**config.mk**
```make
export PLATFORM = sky130hd
export DESIGN_NAME = tear_sync_counter
export DESIGN_NICKNAME = d
export VERILOG_FILES = /design/src/rtl/tear_sync_counter.sv
export SDC_FILE = /design/constraint.sdc
export NUM_CORES = 1
export LEC_CHECK = 0
export BUFFER_PORTS_ARGS = -buffer_cell sky130_fd_sc_hd__clkbuf_2
export CORE_MARGIN = 1
export CORE_UTILIZATION = 55
export CTS_CLUSTER_DIAMETER = 50
export DETAILED_ROUTE_END_ITERATION = 8
export HOLD_SLACK_MARGIN = 0.06
export PLACE_DENSITY_LB_ADDON = 0.15
export SYNTH_ARGS = -nofsm -noshare
export SYNTH_HDL_FRONTEND = slang
export SYNTH_SLANG_ARGS = --single-unit
```
**constraint.sdc**
```tcl
create_clock -name clk -period 12.85 [get_ports clk]
set_clock_uncertainty 0.1 [all_clocks]
set_input_delay 1.9275 -clock clk [delete_from_list [all_inputs] [get_ports clk]]
set_output_delay 1.9275 -clock clk [all_outputs]
set_load 0.01 [all_outputs]
```
**src/rtl/tear_sync_counter.sv**
```systemverilog
module tear_sync_counter #(
  parameter int AW = 4,
  parameter int DW = 32,
  parameter int LW = 16,
  parameter int DIVW = 19,
  parameter int SYNC = 2
) (
  input  logic          clk,
  input  logic          rst_n,
  input  logic          reg_we,
  input  logic [AW-1:0] reg_addr,
  input  logic [DW-1:0] reg_wdata,
  output logic [DW-1:0] reg_rdata,
  input  logic          te_in,
  input  logic          line_wr,
  input  logic          frame_start,
  output logic          rd_irq,
  output logic          wr_irq,
  output logic          xfer_ok
);
  localparam int RUN_B = DIVW;
  localparam int EXT_B = DIVW + 1;
  localparam logic [LW-1:0] LMAX = '1;

  logic          en;
  logic [EXT_B:0] vcfg;
  logic [LW-1:0] height, init, tgt, start, ts, tc, wrcnt;
  logic          te_prev;
  logic [LW-1:0] line, frame, wline;
  logic [DIVW-1:0] dcnt;
  logic [SYNC:0] te_s;

  wire ext    = vcfg[EXT_B];
  wire run    = vcfg[RUN_B];
  wire [DIVW-1:0] div = vcfg[DIVW-1:0];
  wire [DIVW-1:0] div_m1 = (div == '0) ? '0 : div - 1'b1;
  wire te_edge = te_s[SYNC-1] & ~te_s[SYNC];
  wire [LW-1:0] line_inc = line + 1'b1;
  wire [LW-1:0] wline_inc = (wline == LMAX) ? LMAX : wline + 1'b1;

  wire [LW:0]   hi_s = {1'b0, start} + {1'b0, ts};
  wire [LW+1:0] hi_c = {1'b0, hi_s} + {2'b0, tc};
  wire [LW+1:0] hi   = (wline == '0) ? {1'b0, hi_s} : hi_c;
  assign xfer_ok = en && (line >= start) && ({2'b0, line} <= hi);

  logic [LW-1:0] pos;
  always_comb begin
    if (height < init)     pos = LMAX;
    else if (line < init)  pos = line + (LMAX - init);
    else                   pos = line - init;
  end

  always_comb begin
    reg_rdata = '0;
    case (reg_addr)
      4'd0:  reg_rdata[0] = en;
      4'd1:  reg_rdata[EXT_B:0] = vcfg;
      4'd2:  reg_rdata[LW-1:0] = height;
      4'd3:  reg_rdata[LW-1:0] = init;
      4'd4:  reg_rdata[LW-1:0] = tgt;
      4'd5:  reg_rdata[LW-1:0] = start;
      4'd6:  reg_rdata = {tc, ts};
      4'd7:  reg_rdata[LW-1:0] = wrcnt;
      4'd8:  reg_rdata = {frame, line};
      4'd9:  reg_rdata[LW-1:0] = wline;
      4'd10: reg_rdata[LW-1:0] = pos;
      4'd11: reg_rdata[0] = te_prev;
      default: reg_rdata = '0;
    endcase
  end

  always_ff @(posedge clk) begin
    if (!rst_n) begin
      en <= 1'b0; vcfg <= '0; height <= '0; init <= '0; tgt <= '0;
      start <= '0; ts <= '0; tc <= '0; wrcnt <= '0; te_prev <= 1'b0;
    end else if (reg_we) begin
      case (reg_addr)
        4'd0:  en <= reg_wdata[0];
        4'd1:  vcfg <= reg_wdata[EXT_B:0];
        4'd2:  height <= reg_wdata[LW-1:0];
        4'd3:  init <= reg_wdata[LW-1:0];
        4'd4:  tgt <= reg_wdata[LW-1:0];
        4'd5:  start <= reg_wdata[LW-1:0];
        4'd6:  begin ts <= reg_wdata[LW-1:0]; tc <= reg_wdata[DW-1:LW]; end
        4'd7:  wrcnt <= reg_wdata[LW-1:0];
        4'd11: begin te_prev <= vcfg[EXT_B]; vcfg[EXT_B] <= reg_wdata[0]; end
        default: ;
      endcase
    end
  end

  always_ff @(posedge clk) begin
    if (!rst_n) begin
      te_s <= '0; line <= '0; frame <= '0; dcnt <= '0; rd_irq <= 1'b0;
    end else begin
      te_s <= {te_s[SYNC-1:0], te_in};
      rd_irq <= 1'b0;
      if (!en) begin
        line <= init;
        dcnt <= '0;
      end else if (ext && te_edge) begin
        line <= init;
        frame <= frame + 1'b1;
        dcnt <= '0;
        rd_irq <= (init == tgt);
      end else if (run) begin
        if (dcnt >= div_m1) begin
          dcnt <= '0;
          if (line >= height) begin
            if (!ext) begin
              line <= init;
              frame <= frame + 1'b1;
              rd_irq <= (init == tgt);
            end
          end else begin
            line <= line_inc;
            rd_irq <= (line_inc == tgt);
          end
        end else begin
          dcnt <= dcnt + 1'b1;
        end
      end
    end
  end

  always_ff @(posedge clk) begin
    if (!rst_n) begin
      wline <= '0; wr_irq <= 1'b0;
    end else begin
      wr_irq <= 1'b0;
      if (frame_start) begin
        wline <= '0;
      end else if (line_wr) begin
        wline <= wline_inc;
        wr_irq <= (wline_inc == wrcnt);
      end
    end
  end


  rd_irq_line_chk: assert property (@(posedge clk) disable iff (!rst_n)
    rd_irq |-> (line == tgt));

  wr_irq_count_chk: assert property (@(posedge clk) disable iff (!rst_n)
    wr_irq |-> (wline == wrcnt));

  xfer_needs_en_chk: assert property (@(posedge clk) disable iff (!rst_n)
    xfer_ok |-> en);

  frame_step_chk: assert property (@(posedge clk) disable iff (!rst_n)
    (rst_n && $past(rst_n) && !$stable(frame)) |-> (frame == $past(frame) + 1'b1));

  idle_hold_chk: assert property (@(posedge clk) disable iff (!rst_n)
    !en |=> (line == $past(init)) && !rd_irq);
endmodule

```
After elaboration in Yosys (flattened, before gate mapping)
Index checks and enable logic that the tools add are counted.
- register bits: 207
- bits of input ports: 42
- output and inout bits: 35
- logic and storage cells: 111
- add/sub/neg operators: 10
- magnitude comparators: 6
- eq/ne operators: 19
- multiplexer cells: 27
- bitwise logic cells: 5
- reductions and logical operators: 26
- operator list (cell ; count):
    two-way mux 16 bit ; 14
    case mux 15 bit (10 select lines) ; 1
    adder 16 x 1 -> 16 bit (second input constant) ; 3
    equality test 16 bit ; 3
    two-way mux 19 bit ; 2
    >= comparator 16 bit ; 2
    less-than comparator 16 bit ; 2
    case mux 11 bit (2 select lines) ; 1
    AND reduction 2 bit ; 11
    adder 19 x 1 -> 19 bit (second input constant) ; 1
    >= comparator 19 bit ; 1
    zero test 19 bit ; 1
    subtractor 19 x 1 -> 19 bit (second input constant) ; 1
    adder 17 x 16 -> 18 bit ; 1
    <= comparator 16 x 18 -> 1 bit ; 1
    two-way mux 18 bit ; 1
    adder 16 x 16 -> 17 bit ; 1
    adder 16 bit ; 1
    equality test 16 bit (second input constant) ; 1
    equality test 4 x 3 -> 1 bit (second input constant) ; 4
    equality test 4 bit (second input constant) ; 4
    zero test 16 bit ; 1
    subtractor 16 bit ; 1
    subtractor 16 bit (first input constant) ; 1
    other kinds (18) ; 33

Longest topological paths before layout
- depth in word-level cells: 7
- mapped depth: 27
- mapped depth without buffers: 27

Worst setup path before layout
No wires, ideal clock.
- path kind: register to output
- start point: reg start[1]
- end point: out xfer_ok
- data arrival time: 4318 ps
- required time: 10822 ps
- slack: 6504 ps
- cell stages (with the launch flop): 23
- cell sequence: dfxtp_1 -> ha_1 -> a21o_1 -> a21o_1 -> a2111oi_4 -> o21ai_1 -> a2111oi_2 -> a211oi_1 -> xor2_1 -> ha_1 -> or3_1 -> nor2_1 -> nor2_1 -> a21oi_1 -> xnor2_1 -> mux2i_1 -> ha_1 -> and3_1 -> nand3_1 -> nor4_1 -> nor2_1 -> o41ai_1 -> o211a_1
- cells in the longest elaborated chain, start to end: 5
- ends and longest elaborated chain (what ; RTL line ; RTL):
    start, declared ; 27 ; logic [LW-1:0] height, init, tgt, start, ts, tc, wrcnt;
    start signal, assigned ; 83 ; 4'd5: start <= reg_wdata[LW-1:0];
    adder 16 x 16 -> 17 bit ; 41 ; wire [LW:0] hi_s = {1'b0, start} + {1'b0, ts};
    adder 17 x 16 -> 18 bit ; 42 ; wire [LW+1:0] hi_c = {1'b0, hi_s} + {2'b0, tc};
    two-way mux 18 bit ; 43 ; wire [LW+1:0] hi = (wline == '0) ? {1'b0, hi_s} : hi_c;
    <= comparator 16 x 18 -> 1 bit ; 44 ; assign xfer_ok = en && (line >= start) && ({2'b0, line} <= hi);
    logical AND 1 bit * ; 44 ;
    end, declared ; 19 ; output logic xfer_ok
Mark *: on every way between the ends. The rest lies on a longest branch, timed or not.

Worst setup path in the final report
- start point: reg start[0]
- end point: out xfer_ok
Same word-level chain as after synthesis.

==> impl_metrics.yaml <==
status:
  outcome: "finished, final reports clean"
die:
  die_y_um: 167
  start_util: 0.560
  num_rows: 60
  fp.coreArea_um2: 26900
  pin_count: 77
  die_x_um: 167
  die_area_um2: 28000
timing:
  slew_headroom: 0.219
  finalSetupViolations: 0
  tightest_slew_ps: 1170
  fin_crit_sh: 0.592
  finalSetupTns_ps: 0
  max_freq_ghz: 0.132
  min_period_ps: 7600
  hold_violations: 0
  hold-worst-slack_ps: 378
  timing_max_transition_violations_final: 0
  rsz0062_at_grt: "false"
setup_path:
  end_kind: "output port"
  cp.required_ps: 10820
  critPathKind: "register to output port"
  cp.arrival_ps: 5580
  rrSetupSlack_ps: 7390
  r2r_cells: 19
  crit_path_start_kind: "register"
  reg2reg_to: "frame[4]$_SDFFE_PN0P_"
  worstPathMaxFanout: 5
  reg2reg_from: "vcfg[2]$_SDFFE_PN0P_"
global_routing:
  grt_util_met2: 0.588
  grtUsageTotal: 0.383
  grt.overflow.total: 0
  busiest_layer: "met2"
  grt_pass1_wl_mm: 83.5
  grt_pass1_vias: 14200
  grt_max_degree: 70
  antenna_found_initial: 3
  use_met3: 0.0778
  met1_usage: 0.523
synthesis:
  avgSynthCellArea_um2: 7.52
  ys_types: 83
  synthArstFlopShare: 0
  synth_edf_count: 0
  ys_ff_latch: 207
  synth-seq-area-share: 0.275
  synth_most_common_cell: "nand2_1"
  synth_top_cell_area_share: 0.275
  ys_warn_count: 0
  syn_area_um2: 15000
  yosys.area.top_type: "dfxtp_1"
  synthCells: 2000
  syn_nets: 2183
  synthFlopType: "dfxtp_1"
  synthTopCellsByCount: "nand2_1 (404), a21oi_1 (222), dfxtp_1 (207), ha_1 (137), nor2_1 (115)"
  synthTopCellsByArea: "dfxtp_1 (28%), ha_1 (11%), nand2_1 (10%), a21oi_1 (7.4%), xnor2_1 (5.1%)"
hold_path:
  holdCritPathClass: "register to register"
  hold_end: "te_s[1]$_SDFF_PN0_"
  hold_depth: 1
  holdCritStartpoint: "te_s[0]$_SDFF_PN0_"
clock_tree:
  htree_levels: 1
  clockBufferDepth: 3
  root_buffer: "clkbuf_16"
  cts.reportedPaths.clkPinSlew_ps: 60
  cts_made_buffers: 31
  cts_tree: "done"
  cts_hold_buf: 0
  post_cts_resize_count: 0
  post-cts-setup-buffer-count: 0
  cts_sinks: 207
  clk_latency_ps: 570
placement:
  place_congestion: 1.01
  port_buffers: 76
  hpwl_mm: 40.5
drt:
  viasPerCell: 6.45
  drt-initial-drc-count: 1751
  routedWlPerCell_um: 22.8
  drc: 0
  firstDrtPassIters: 8
  routed_wirelength_mm: 54.5
  num_vias: 15400
  antenna_left: 0
cells_and_area:
  nets: 2205
  diodes: 0
  syn_to_final_growth_pct: 11.1
  drive_above_1_share: 0.0904
pwr:
  cellPowerDensity_nw_per_um2: 105
  ir_drop_v: 0.000125
  leakage_nw: 6.58
job:
  maxCapViolCount: 0
## logic make-up after synthesis
| logic type | Yosys count | share of synthesized area |
|---|---|---|
| muxes | 21 | 0.0146 |
| DFF | 207 | 0.275 |
| adders and majority gates | 141 | 0.119 |
| AOI/OAI and AO/OA | 533 | 0.230 |
| and+or+nand+nor | 769 | 0.231 |
| buffers and inverters | 191 | 0.0484 |
| xor gates and xnor gates | 138 | 0.0803 |
## sequential cells by signal, indices dropped and copies added (netlist names)
register,flops
dcnt,19
en,1
frame,16
height,16
init,16
line,16
rd_irq,1
start,16
tc,16
te_prev,1
te_s,3
tgt,16
ts,16
vcfg,21
wline,16
wr_irq,1
wrcnt,16
## power breakdown
group / leakage [nW] / internal, W / switching, W
combinational: 4.39 / 0.0000790 / 0.000134
clock: 0.521 / 0.000527 / 0.000350
sequential: 1.67 / 0.000648 / 0.0000128
total: 6.58 / 0.00125 / 0.000496
## final cells by class
cell class,count,area (um^2)
Tap cell,341,427
Fill cell,2468,10200
Multi-Input combinational cell,1602,10200
Timing Repair Buffer,99,553
Sequential cell,207,4140
Clock inverter,21,251
Inverter,81,307
Clock buffer,36,815
## worst max-delay path, cell delays in order, from the launching register on
cell and delay, ps:
dfxtp_1 390, ha_1 210, inv_1 60, fa_1 410, nor2b_1 130, o21a_1 140, nor2_1 50, xnor2_1 220
ha_1 330, a21oi_1 220, nor3b_1 290, a31o_2 210, nor2b_1 200, o21ai_0 150, nor2_1 140, xor2_1 160
nand2_1 60, o21ai_0 100, ha_1 280, a21o_1 180, a21oi_1 140, nor2b_1 60, o21ai_0 150, o21ai_0 110
o41ai_1 310, o211a_1 200, clkbuf_2 120
## how the worst max path moves through the flow
stage / from / to / slack [ps] / depth (start not counted)
floorplan: start[1]$_SDFFE_PN0P_ / xfer_ok / 6500 / 22
CTS: start[0]$_SDFFE_PN0P_ / xfer_ok / 5300 / 26
global route: start[0]$_SDFFE_PN0P_ / xfer_ok / 4750 / 26
finish: start[0]$_SDFFE_PN0P_ / xfer_ok / 5250 / 26
detailed placement: start[0]$_SDFFE_PN0P_ / xfer_ok / 5920 / 26
global placement: start[0]$_SDFFE_PN0P_ / xfer_ok / 6020 / 26
## metal layers
metal | up-vias | wire, um
met4 | 2 | 2210
met1 | 7306 | 22500
met5 | - | 13
met2 | 801 | 23700
li1 | 7156 | -
met3 | 142 | 6110
## per-stage QoR
stage	std cells	util	worst slack (ps)	power [W]	area, um^2
after global placement	2330	0.582	6020	0.000879	15600
final	2387	0.622	5250	0.00175	16700
after floorplan	2000	-	6500	0.000812	15000
after detailed placement	2330	0.582	5920	0.000882	15600
after CTS	2387	0.622	5300	0.00175	16700
after global routing	2387	0.622	4750	0.00180	16700
## placed cells by master (no fill, tap or decap), drive strengths merged, types with 29 or more instances in the layout
master	netlist	routed
a21o	43	43
a22oi	29	29
nand2	404	404
clkbuf	102	112
a21oi	223	223
xnor2	87	87
o21ai	74	74
dfxtp	207	207
nor3	32	32
nand4	36	36
xor2	51	51
nand3	55	55
ha	137	137
nor2	115	115
inv	81	92
Note: power is estimated with default switching activity, not from simulation.
